$ cat src/rtl/rp_pkg.sv
package rp_pkg;
  typedef enum logic [1:0] {
    K_CFG0 = 2'd0,
    K_CFG1 = 2'd1,
    K_MEM  = 2'd2,
    K_RSVD = 2'd3
  } kind_e;

  typedef enum logic [2:0] {
    A_LOCAL,
    A_FWD,
    A_CONV,
    A_MEMFWD,
    A_FAIL
  } act_e;

  localparam int unsigned IDX_BUS  = 0;
  localparam int unsigned IDX_NPW  = 1;
  localparam int unsigned IDX_PFW  = 2;
  localparam int unsigned IDX_ID   = 3;
  localparam int unsigned LIM_LSB  = 16;
endpackage

$ cat src/rtl/rp_cfg_regs.sv
module rp_cfg_regs
  import rp_pkg::*;
#(
  parameter int unsigned ADDR_W  = 32,
  parameter int unsigned GRAN_SH = 20,
  parameter int unsigned IDX_W   = 6,
  localparam int unsigned WIN_W  = ADDR_W - GRAN_SH
) (
  input  logic             clk,
  input  logic             rst_n,
  input  logic             wr_en,
  input  logic [IDX_W-1:0] idx,
  input  logic [31:0]      wr_data,
  input  logic [15:0]      rp_id,
  output logic [7:0]       sec_bus,
  output logic [7:0]       sub_bus,
  output logic [WIN_W-1:0] np_base,
  output logic [WIN_W-1:0] np_lim,
  output logic [WIN_W-1:0] pf_base,
  output logic [WIN_W-1:0] pf_lim,
  output logic [31:0]      rd_data
);
  logic [7:0]       sec_n, sub_n;
  logic [WIN_W-1:0] npb_n, npl_n, pfb_n, pfl_n;

  always_comb begin
    sec_n = sec_bus;
    sub_n = sub_bus;
    npb_n = np_base;
    npl_n = np_lim;
    pfb_n = pf_base;
    pfl_n = pf_lim;
    if (wr_en) begin
      if (idx == IDX_W'(IDX_BUS)) begin
        sec_n = wr_data[7:0];
        sub_n = wr_data[15:8];
      end else if (idx == IDX_W'(IDX_NPW)) begin
        npb_n = wr_data[WIN_W-1:0];
        npl_n = wr_data[LIM_LSB +: WIN_W];
      end else if (idx == IDX_W'(IDX_PFW)) begin
        pfb_n = wr_data[WIN_W-1:0];
        pfl_n = wr_data[LIM_LSB +: WIN_W];
      end
    end
  end

  always_ff @(posedge clk or negedge rst_n) begin
    if (!rst_n) begin
      sec_bus <= '0;
      sub_bus <= '0;
      np_base <= '1;
      np_lim  <= '0;
      pf_base <= '1;
      pf_lim  <= '0;
    end else if (wr_en) begin
      sec_bus <= sec_n;
      sub_bus <= sub_n;
      np_base <= npb_n;
      np_lim  <= npl_n;
      pf_base <= pfb_n;
      pf_lim  <= pfl_n;
    end
  end

  always_comb begin
    rd_data = '0;
    if (idx == IDX_W'(IDX_BUS))      rd_data = {16'h0, sub_bus, sec_bus};
    else if (idx == IDX_W'(IDX_NPW)) rd_data = {16'(np_lim), 16'(np_base)};
    else if (idx == IDX_W'(IDX_PFW)) rd_data = {16'(pf_lim), 16'(pf_base)};
    else if (idx == IDX_W'(IDX_ID))  rd_data = {16'h0, rp_id};
  end

  AST_WIN_STABLE: assert property (@(posedge clk) disable iff (!rst_n)
    !$past(wr_en) |-> $stable(np_base) && $stable(pf_lim)) else $error("unwritten window changed");
endmodule

$ cat src/rtl/rp_route_dec.sv
module rp_route_dec
  import rp_pkg::*;
#(
  parameter int unsigned ADDR_W  = 32,
  parameter int unsigned GRAN_SH = 20,
  localparam int unsigned WIN_W  = ADDR_W - GRAN_SH
) (
  input  kind_e             kind,
  input  logic              link_up,
  input  logic [7:0]        bus,
  input  logic [4:0]        dev,
  input  logic [ADDR_W-1:0] addr,
  input  logic [7:0]        sec_bus,
  input  logic [7:0]        sub_bus,
  input  logic [WIN_W-1:0]  np_base,
  input  logic [WIN_W-1:0]  np_lim,
  input  logic [WIN_W-1:0]  pf_base,
  input  logic [WIN_W-1:0]  pf_lim,
  output logic              mem_hit,
  output act_e              act
);
  localparam int unsigned NWIN = 2;
  logic [WIN_W-1:0] page;
  logic [WIN_W-1:0] wb [NWIN];
  logic [WIN_W-1:0] wl [NWIN];
  logic [NWIN-1:0]  hit;

  assign page  = addr[ADDR_W-1:GRAN_SH];
  assign wb[0] = np_base;
  assign wl[0] = np_lim;
  assign wb[1] = pf_base;
  assign wl[1] = pf_lim;

  for (genvar w = 0; w < NWIN; w++) begin : g_win
    assign hit[w] = (wb[w] <= wl[w]) && (page >= wb[w]) && (page <= wl[w]);
  end
  assign mem_hit = |hit;

  always_comb begin
    act = A_FAIL;
    unique case (kind)
      K_CFG0: act = A_LOCAL;
      K_CFG1: begin
        if (bus == sec_bus) begin
          if (link_up && dev == 5'd0) act = A_CONV;
        end else if (bus > sec_bus && bus <= sub_bus) begin
          if (link_up) act = A_FWD;
        end
      end
      K_MEM:  if (link_up && mem_hit) act = A_MEMFWD;
      default: act = A_FAIL;
    endcase
  end
endmodule

$ cat src/rtl/rp_xact_ctl.sv
module rp_xact_ctl
  import rp_pkg::*;
#(
  parameter int unsigned ADDR_W = 32,
  parameter int unsigned IDX_W  = 6
) (
  input  logic              clk,
  input  logic              rst_n,
  input  logic              req_fire,
  input  act_e              act,
  input  logic              req_write,
  input  logic [7:0]        req_bus,
  input  logic [4:0]        req_dev,
  input  logic [2:0]        req_fn,
  input  logic [IDX_W-1:0]  req_reg,
  input  logic [ADDR_W-1:0] req_addr,
  input  logic [31:0]       req_wdata,
  input  logic [31:0]       loc_rdata,
  input  logic              dn_cpl_valid,
  input  logic              dn_cpl_ur,
  input  logic [31:0]       dn_cpl_data,
  output logic              req_ready,
  output logic              dn_valid,
  output logic [1:0]        dn_kind,
  output logic              dn_write,
  output logic [7:0]        dn_bus,
  output logic [4:0]        dn_dev,
  output logic [2:0]        dn_fn,
  output logic [IDX_W-1:0]  dn_reg,
  output logic [ADDR_W-1:0] dn_addr,
  output logic [31:0]       dn_wdata,
  output logic              cpl_valid,
  output logic              cpl_ur,
  output logic              cpl_has_data,
  output logic [31:0]       cpl_data
);
  typedef enum logic {S_IDLE, S_WAIT} st_e;
  st_e         st_q, st_n;
  logic        dnv_n, dn_ld, cv_n, ur_n, hd_n, pw_q, pw_n;
  logic [1:0]  kind_n;
  logic [31:0] cd_n;

  assign req_ready = (st_q == S_IDLE);

  always_comb begin
    st_n   = st_q;
    pw_n   = pw_q;
    dnv_n  = 1'b0;
    dn_ld  = 1'b0;
    kind_n = dn_kind;
    cv_n   = 1'b0;
    ur_n   = cpl_ur;
    hd_n   = cpl_has_data;
    cd_n   = cpl_data;
    if (st_q == S_IDLE) begin
      if (req_fire) begin
        unique case (act)
          A_LOCAL: begin
            cv_n = 1'b1;
            ur_n = 1'b0;
            hd_n = !req_write;
            cd_n = req_write ? 32'h0 : loc_rdata;
          end
          A_FWD, A_CONV: begin
            dnv_n  = 1'b1;
            dn_ld  = 1'b1;
            kind_n = (act == A_CONV) ? 2'(K_CFG0) : 2'(K_CFG1);
            pw_n   = req_write;
            st_n   = S_WAIT;
          end
          A_MEMFWD: begin
            dnv_n  = 1'b1;
            dn_ld  = 1'b1;
            kind_n = 2'(K_MEM);
          end
          default: begin
            cv_n = 1'b1;
            ur_n = 1'b1;
            hd_n = !req_write;
            cd_n = req_write ? 32'h0 : 32'hFFFF_FFFF;
          end
        endcase
      end
    end else if (dn_cpl_valid) begin
      cv_n = 1'b1;
      ur_n = dn_cpl_ur;
      hd_n = !pw_q;
      cd_n = pw_q ? 32'h0 : (dn_cpl_ur ? 32'hFFFF_FFFF : dn_cpl_data);
      st_n = S_IDLE;
    end
  end

  always_ff @(posedge clk or negedge rst_n) begin
    if (!rst_n) begin
      st_q         <= S_IDLE;
      pw_q         <= 1'b0;
      dn_valid     <= 1'b0;
      cpl_valid    <= 1'b0;
      dn_kind      <= '0;
      dn_write     <= 1'b0;
      dn_bus       <= '0;
      dn_dev       <= '0;
      dn_fn        <= '0;
      dn_reg       <= '0;
      dn_addr      <= '0;
      dn_wdata     <= '0;
      cpl_ur       <= 1'b0;
      cpl_has_data <= 1'b0;
      cpl_data     <= '0;
    end else begin
      st_q      <= st_n;
      pw_q      <= pw_n;
      dn_valid  <= dnv_n;
      cpl_valid <= cv_n;
      if (dn_ld) begin
        dn_kind  <= kind_n;
        dn_write <= req_write;
        dn_bus   <= req_bus;
        dn_dev   <= req_dev;
        dn_fn    <= req_fn;
        dn_reg   <= req_reg;
        dn_addr  <= req_addr;
        dn_wdata <= req_wdata;
      end
      if (cv_n) begin
        cpl_ur       <= ur_n;
        cpl_has_data <= hd_n;
        cpl_data     <= cd_n;
      end
    end
  end

  AST_FAIL_READ_ONES: assert property (@(posedge clk) disable iff (!rst_n)
    cpl_valid && cpl_ur && cpl_has_data |-> cpl_data == 32'hFFFF_FFFF) else $error("failed read not all ones");
  AST_WRITE_NO_DATA: assert property (@(posedge clk) disable iff (!rst_n)
    cpl_valid && !cpl_has_data |-> cpl_data == 32'h0) else $error("write completion carries data");
  AST_HOLD_WHILE_WAIT: assert property (@(posedge clk) disable iff (!rst_n)
    !req_ready && !dn_cpl_valid |=> !cpl_valid && !dn_valid) else $error("activity while waiting");
endmodule

$ cat src/rtl/rp_cfg_router.sv
module rp_cfg_router
  import rp_pkg::*;
#(
  parameter int unsigned ADDR_W  = 32,
  parameter int unsigned GRAN_SH = 20,
  parameter int unsigned IDX_W   = 6
) (
  input  logic              clk,
  input  logic              rst_n,
  input  logic [15:0]       rp_id,
  input  logic              link_up,
  input  logic              req_valid,
  output logic              req_ready,
  input  logic [1:0]        req_kind,
  input  logic              req_write,
  input  logic [7:0]        req_bus,
  input  logic [4:0]        req_dev,
  input  logic [2:0]        req_fn,
  input  logic [IDX_W-1:0]  req_reg,
  input  logic [ADDR_W-1:0] req_addr,
  input  logic [31:0]       req_wdata,
  output logic              dn_valid,
  output logic [1:0]        dn_kind,
  output logic              dn_write,
  output logic [7:0]        dn_bus,
  output logic [4:0]        dn_dev,
  output logic [2:0]        dn_fn,
  output logic [IDX_W-1:0]  dn_reg,
  output logic [ADDR_W-1:0] dn_addr,
  output logic [31:0]       dn_wdata,
  output logic [15:0]       dn_rid,
  input  logic              dn_cpl_valid,
  input  logic              dn_cpl_ur,
  input  logic [31:0]       dn_cpl_data,
  output logic              cpl_valid,
  output logic              cpl_ur,
  output logic              cpl_has_data,
  output logic [31:0]       cpl_data,
  output logic [15:0]       cpl_id
);
  localparam int unsigned WIN_W = ADDR_W - GRAN_SH;

  logic [7:0]       sec_bus, sub_bus;
  logic [WIN_W-1:0] np_base, np_lim, pf_base, pf_lim;
  logic [31:0]      loc_rdata;
  logic             mem_hit, req_fire, reg_we;
  act_e             act;

  assign req_fire = req_valid && req_ready;
  assign reg_we   = req_fire && (act == A_LOCAL) && req_write;
  assign dn_rid   = rp_id;
  assign cpl_id   = rp_id;

  rp_cfg_regs #(.ADDR_W(ADDR_W), .GRAN_SH(GRAN_SH), .IDX_W(IDX_W)) u_regs (
    .clk(clk), .rst_n(rst_n), .wr_en(reg_we), .idx(req_reg), .wr_data(req_wdata),
    .rp_id(rp_id), .sec_bus(sec_bus), .sub_bus(sub_bus), .np_base(np_base),
    .np_lim(np_lim), .pf_base(pf_base), .pf_lim(pf_lim), .rd_data(loc_rdata)
  );

  rp_route_dec #(.ADDR_W(ADDR_W), .GRAN_SH(GRAN_SH)) u_dec (
    .kind(kind_e'(req_kind)), .link_up(link_up), .bus(req_bus), .dev(req_dev),
    .addr(req_addr), .sec_bus(sec_bus), .sub_bus(sub_bus), .np_base(np_base),
    .np_lim(np_lim), .pf_base(pf_base), .pf_lim(pf_lim), .mem_hit(mem_hit), .act(act)
  );

  rp_xact_ctl #(.ADDR_W(ADDR_W), .IDX_W(IDX_W)) u_ctl (
    .clk(clk), .rst_n(rst_n), .req_fire(req_fire), .act(act), .req_write(req_write),
    .req_bus(req_bus), .req_dev(req_dev), .req_fn(req_fn), .req_reg(req_reg),
    .req_addr(req_addr), .req_wdata(req_wdata), .loc_rdata(loc_rdata),
    .dn_cpl_valid(dn_cpl_valid), .dn_cpl_ur(dn_cpl_ur), .dn_cpl_data(dn_cpl_data),
    .req_ready(req_ready), .dn_valid(dn_valid), .dn_kind(dn_kind), .dn_write(dn_write),
    .dn_bus(dn_bus), .dn_dev(dn_dev), .dn_fn(dn_fn), .dn_reg(dn_reg), .dn_addr(dn_addr),
    .dn_wdata(dn_wdata), .cpl_valid(cpl_valid), .cpl_ur(cpl_ur),
    .cpl_has_data(cpl_has_data), .cpl_data(cpl_data)
  );

  AST_FWD_IN_RANGE: assert property (@(posedge clk) disable iff (!rst_n)
    dn_valid && dn_kind == 2'd1 |-> $past(req_bus) > $past(sec_bus) && $past(req_bus) <= $past(sub_bus))
    else $error("type 1 forwarded outside range");
  AST_CONV_ON_SEC: assert property (@(posedge clk) disable iff (!rst_n)
    dn_valid && dn_kind == 2'd0 |-> $past(req_bus) == $past(sec_bus) && $past(req_dev) == 5'd0)
    else $error("type 0 issued for wrong bus or device");
  AST_MEM_IN_WINDOW: assert property (@(posedge clk) disable iff (!rst_n)
    dn_valid && dn_kind == 2'd2 |-> $past(mem_hit)) else $error("memory forwarded outside windows");
  AST_NO_DN_LINK_DOWN: assert property (@(posedge clk) disable iff (!rst_n)
    dn_valid |-> $past(link_up)) else $error("downstream issue with link down");
endmodule

$ cat config.mk
export PLATFORM = sky130hd
export DESIGN_NAME = rp_cfg_router
export DESIGN_NICKNAME = d
export VERILOG_FILES = /design/src/rtl/rp_pkg.sv /design/src/rtl/rp_cfg_regs.sv /design/src/rtl/rp_route_dec.sv /design/src/rtl/rp_xact_ctl.sv /design/src/rtl/rp_cfg_router.sv
export SDC_FILE = /design/constraint.sdc
export NUM_CORES = 1
export LEC_CHECK = 0
export BUFFER_PORTS_ARGS = -buffer_cell sky130_fd_sc_hd__buf_2
export CELL_PAD_IN_SITES_DETAIL_PLACEMENT = 1
export CELL_PAD_IN_SITES_GLOBAL_PLACEMENT = 2
export CORE_MARGIN = 1
export CORE_UTILIZATION = 37
export DETAILED_ROUTE_END_ITERATION = 7
export HOLD_SLACK_MARGIN = 0.1
export PLACE_DENSITY_LB_ADDON = 0.1
export SYNTH_ARGS = -nofsm -noshare
export SYNTH_HDL_FRONTEND = slang
export SYNTH_HIERARCHICAL = 1
export SYNTH_SLANG_ARGS = --single-unit
$ cat constraint.sdc
create_clock -name clk -period 9.1 [get_ports clk]
set_clock_uncertainty 0.15 [all_clocks]
set_input_delay 0.91 -clock clk [delete_from_list [all_inputs] [get_ports clk]]
set_output_delay 0.91 -clock clk [all_outputs]
set_load 0.01 [all_outputs]
# Word-level counts from Yosys, hierarchy flattened
# Index checks and enable logic that the tools add are counted.
# totals
ff_bits	191
in_bits	143
out_inout_bits	158
word_cells	109
# classes
order_cmp	8
eq_ne	11
n_mux	39
bitwise	3
n_reduce_logical	27
# ops
cell	n
$mux W32	10
$pmux W32 S2	1
$le A12 B12 Y1	4
$ge A12 B12 Y1	2
$mux W1	19
$mux W16	1
$mux W3	5
$eq A6 B2 Y1 const B	2
$reduce_and A4 Y1	3
$logic_and A1 B1 Y1	10
$pmux W3 S3	1
$eq A8 B8 Y1	1
$gt A8 B8 Y1	1
$le A8 B8 Y1	1
$eq A3 B2 Y1 const B	2
$eq A6 B1 Y1 const B	1
$logic_not A6 Y1	1
$reduce_and A3 Y1	2
$logic_not A5 Y1	1
$pmux W2 S2	1
$reduce_bool A2 Y1	2
$reduce_or A2 Y1	2
$eq A3 B1 Y1 const B	1
$logic_not A3 Y1	1
10 further kinds	13

# Depth between registers and ports, before layout
# logic_depth
ltp_word	13
ltp_mapped	16
ltp_nobuf	13

# By module
# Netlist, hierarchy kept.
# by_module_without_submodules
mod	n_inst	cells_per_inst	area_per_inst_um2	seq_area_each_um2
rp_xact_ctl	1	402	5407.7	3178.0
rp_cfg_regs	1	215	3089.2	1631.6
rp_route_dec	1	283	2162.1	0.0
rp_cfg_router	1	35	262.8	0.0

# Worst setup path before layout
# OpenSTA, ideal clock, no wires.
# synth_timing
path_kind	in2reg
startpoint	in req_addr[29]
endpoint	reg u_ctl.cpl_data[10]
setup_ns	0.125
t_arrival_ns	3.675
t_required_ns	8.825
setup_slack_ns	5.150
stages	15
n_path_buf	3
cell_sequence	ha_1 > a21o_1 > a211o_1 > a2111oi_4 > o31ai_1 > o2111a_1 > nor2_2 > inv_2 > o211ai_2 > buf_2 > o21bai_1 > a22o_1 > buf_2 > buf_2 > mux2_2
# synth_between
elab_chain_cells	13
word_cells_on_any_way	25
cone_classes	4 x order compare; 4 x eq/ne; 8 x mux; 9 x reduce/logical
# synth_lines
element	line_no	rtl
start: declaration	rp_cfg_router.sv:20	input logic [ADDR_W-1:0] req_addr,
$ge A12 B12 Y1	rp_route_dec.sv:35	assign hit[w] = (wb[w] <= wl[w]) && (page >= wb[w]) && (page <= wl[w]);
$logic_and A1 B1 Y1 (2 in series)	rp_route_dec.sv:35	
$reduce_or A2 Y1 (*)	rp_route_dec.sv:37	assign mem_hit = |hit;
net mem_hit	rp_cfg_router.sv:46	logic mem_hit, req_fire, reg_we;
$logic_and A1 B1 Y1 (*)	rp_route_dec.sv:50	K_MEM: if (link_up && mem_hit) act = A_MEMFWD;
$mux W3 (*)	rp_route_dec.sv:50	
$pmux W3 S3 (*)	rp_route_dec.sv:41	unique case (kind)
net act[2]	rp_cfg_router.sv:47	act_e act;
$eq A3 B1 Y1 or $eq A3 B2 Y1 (tied branches)	rp_xact_ctl.sv:57	unique case (act)
$reduce_or A3 Y1 (no line)	n/a	
$mux W1	rp_xact_ctl.sv:57	
$mux W1	rp_xact_ctl.sv:56	if (req_fire) begin
$mux W1	rp_xact_ctl.sv:55	if (st_q == S_IDLE) begin
$reduce_and A4 Y1 (no line)	n/a	
end signal: assignment	rp_xact_ctl.sv:128	cpl_data <= cd_n;
end: declaration	rp_xact_ctl.sv:35	output logic [31:0] cpl_data
# Mark *: on every way through the listed nets, which the timed path passes. The rest lies on a longest branch. The select of a mux whose other input is x is not followed.
# A chain may end at the register's enable or synchronous reset.

# Final worst setup path
# layout_timing
startpoint	reg u_regs.np_base[7]
endpoint	reg u_regs.pf_lim[11]
# layout_between
elab_chain_cells	11
word_cells_on_any_way	12
cone_classes	2 x order compare; 2 x mux; 8 x reduce/logical
# layout_lines
element	line_no	rtl
start: declaration	rp_cfg_regs.sv:17	output logic [WIN_W-1:0] np_base,
start signal: assignment	rp_cfg_regs.sv:58	np_base <= npb_n;
$le A12 B12 Y1 or $ge A12 B12 Y1 (tied branches)	rp_route_dec.sv:35	
$logic_and A1 B1 Y1 (*) (2 in series)	rp_route_dec.sv:35	
$reduce_or A2 Y1 (*)	rp_route_dec.sv:37	
$logic_and A1 B1 Y1 (*)	rp_route_dec.sv:50	
$mux W3 (*)	rp_route_dec.sv:50	
$pmux W3 S3 (*)	rp_route_dec.sv:41	
net act[1]	rp_cfg_router.sv:47	
$logic_not A3 Y1 (*)	rp_cfg_router.sv:50	assign reg_we = req_fire && (act == A_LOCAL) && req_write;
$logic_and A1 B1 Y1 (*) (2 in series)	rp_cfg_router.sv:50	
net reg_we	rp_cfg_router.sv:46	
$reduce_and A4 Y1 (no line) (*)	n/a	
end signal: assignment	rp_cfg_regs.sv:61	pf_lim <= pfl_n;
end: declaration	rp_cfg_regs.sv:20	output logic [WIN_W-1:0] pf_lim,
# Mark *: on every way through the listed nets, which the timed path passes. The rest lies on a longest branch.

==> results.py <==
metrics = {
    "status": {
        "outcome": "finished clean",
    },
    "synthesis": {
        "async_flop_share_pct": 100,
        "synth_top_area_cell": "dfrtp_1",
        "synth_area_mm2": 0.0109,
        "avgSynthCellArea_um2": 11.7,
        "synth_top_area_share_pct": 38.3,
        "ys_ff_latch": 191,
        "synth_edf_count": 0,
        "synth_ff_type": "dfrtp_1",
        "synth.most_common_cell": "mux2_2",
        "synthCells": 935,
        "ys_seq_area_share_pct": 44.0,
        "ys_types": 60,
        "yosys_warnings": 6,
        "synthTopCellsByArea": "dfrtp_1, mux2_2, ha_1, dfstp_2, buf_4",
        "synth_commonest_cells": "mux2_2, dfrtp_1, ha_1",
    },
    "finish": {
        "syn2layout_area_growth_pct": 19.7,
        "largestRegisters": "u_ctl/cpl_data: 32 flops, u_ctl/dn_addr: 32 flops, u_ctl/dn_wdata: 32 flops",
        "nNetsFinal": 1409,
        "finish.instance_area_mm2": 0.0131,
        "drive_gt1_share_pct": 48.4,
        "postLayoutCoreUtil_pct": 45.3,
        "stdcell_count": 1576,
    },
    "power": {
        "clock_power_share_pct": 30.6,
        "p_leak_nw": 6.38,
        "p_seq_share_pct": 43.8,
        "swShare_pct": 31.2,
        "power_density_mw_per_mm2": 191,
        "ir_worst_vdd_uv": 125,
        "power_mw": 2.49,
        "p_int_mw": 1.71,
        "p_switching_uw": 777,
        "comb_power_share_pct": 25.6,
    },
    "clocking": {
        "clk_latency_ps": 440,
        "htreeDepth": 4,
        "cts_buffers": 17,
        "cts_sinks": 191,
        "cts-resized-gates": 0,
        "cts_setup_buffers": 0,
        "holdBufCountCts": 0,
        "cts_tree": "built",
        "path_clk_slew_ps": 80,
        "clockRootBuffer": "clkbuf_16",
        "clockBufferDepth": 2,
    },
    "place": {
        "dp_hpwl_mm": 25.6,
        "gp_congestion": 0.823,
        "dpl-instance-area_mm2": 0.0125,
        "dp.cells": 1543,
        "port_buffers": 300,
    },
    "floorplanning": {
        "initial_core_util_pct": 37.8,
        "io-pin-count": 301,
        "die_h_um": 174,
        "rows": 62,
        "fp.dieW_um": 174,
        "dieArea_mm2": 0.0302,
        "core-area_mm2": 0.0289,
    },
    "global_route": {
        "grt_use_total_pct": 22.3,
        "grt-ovfl-total": 0,
        "antenna_found_initial": 1,
        "grt_pass1_wl_mm": 51.2,
        "grt_pass1_vias": 8514,
        "grt_max_degree": 67,
    },
    "setup_path": {
        "r2r_cells": 13,
        "crit_family": "simple AND/OR/NAND/NOR gates",
        "crit_arrival_ps": 4840,
        "critPathMaxFanout": 39,
        "cp.required_ps": 9260,
        "r2r_start": "u_regs/np_base[7]",
        "path_buf_inv": 1,
        "startpoint_type": "register",
        "end_kind": "register",
        "r2r_end": "u_regs/pf_lim[11]",
        "cp_slowest_stage_delay_ps": 800,
        "path_class": "reg2reg",
        "r2r_setup_slack_ps": 4420,
        "cp_slowest_cell": "o22ai_4",
        "cp_cell_sequence": "inv_1 -> ha_1 -> and2_1 -> o2111ai_1 -> o21ai_0 -> a41oi_1 -> nor4_1 -> nor2_2 -> o22ai_4 -> nor2_1 -> and4b_1 -> nand3_2 -> mux2_2",
    },
    "drt": {
        "drcViolationCount": 0,
        "dr.first_iter.drc_count": 319,
        "wl_mm": 33.1,
        "drtAntennaViolNets": 0,
        "post_drt_wl_per_cell_um": 21.0,
        "firstDrtPassIters": 4,
        "vias": 8222,
        "vias_per_cell": 5.22,
    },
    "sta": {
        "fmax_mhz": 214,
        "report.final.slew_viol_count": 0,
        "fin_crit_sh_pct": 51.4,
        "finalCriticalPeriod_ps": 4680,
        "worstMarginPinSlew_ps": 1090,
        "rsz0062_at_grt": "false",
        "finalHoldViolCount": 0,
        "maxSlewHeadroom_pct": 27.0,
        "setup_viol": 0,
        "fin_tns_setup_ps": 0,
    },
    "run": {
        "drv_cap": 0,
    },
    "min_path": {
        "worstHoldPathType": "in2async",
    },
}
[power by group through the flow]
stage	Clock [mW]	Combinational (mW)	Sequential [mW]
5_1_grt	0.818	0.695	1.11
3_3_place_gp	0	0.640	1.10
2_1_floorplan	0	0.285	1.17
6_report	0.762	0.639	1.09
4_1_cts	0.790	0.650	1.09
3_5_place_dp	0	0.646	1.11
[placed cells by master, fill, tap and decap left out, types with 12 or more instances in the layout]
master,count
clkbuf_16,17
mux4_2,12
ha_1,88
mux2_2,178
inv_1,67
nor2_1,52
dfrtp_1,167
nand4_1,17
and2_1,13
o22ai_1,33
a21oi_1,36
nand2_1,14
a22oi_1,12
buf_2,299
nor4_1,35
dfstp_2,24
[through the flow]
stage	hold WS (ps)	worst slack, ps
finish	303	4420
global route	334	4120
CTS	306	4430
detailed placement	336	4000
global placement	310	4100
floorplan	320	5150
[final cells by class]
type / instances / area (um2)
Sequential cell: 191 / 4810
Clock inverter: 15 / 165
Timing Repair Buffer: 308 / 1570
Tap cell: 384 / 480
Multi-Input combinational cell: 592 / 5370
Fill cell: 3199 / 15800
Clock buffer: 17 / 425
Inverter: 68 / 255
Antenna cell: 1 / 2.50
[worst max-delay path by stage]
stage,start,to,slack [ps],depth (start not counted)
after global placement,req_addr[27],u_regs/np_lim[7],4100,13
after floorplan,req_addr[29],u_ctl/cpl_data[10],5150,15
after CTS,u_regs/np_base[7],u_regs/np_lim[4],4430,13
after detailed placement,req_addr[29],u_regs/np_lim[4],4000,13
after global routing,u_regs/np_base[7],u_regs/np_lim[4],4120,13
final,u_regs/np_base[7],u_regs/pf_lim[11],4420,13
[per-layer routing]
metal / track usage (%) / routed length (um) / share of wire (%)
met1: 29.9 / 14900 / 45
met4: 6.18 / 524 / 1.6
met5: 0 / 0 / 0
met2: 37.4 / 16400 / 49
met3: 3.38 / 1280 / 3.9
[logic make-up after synthesis]
| family | Yosys count | synth area share [%] |
|---|---|---|
| other | 1 | 0.0343 |
| adder cells (fa/ha/maj) | 88 | 10.1 |
| XOR/XNOR | 1 | 0.0802 |
| AO/OA/AOI/OAI | 130 | 7.96 |
| AND/OR/NAND/NOR | 171 | 8.62 |
| buffers and inverters | 155 | 7.26 |
| multiplexers | 198 | 21.9 |
| flip-flops | 191 | 44.0 |
Note: power is estimated with default switching activity, not from simulation.
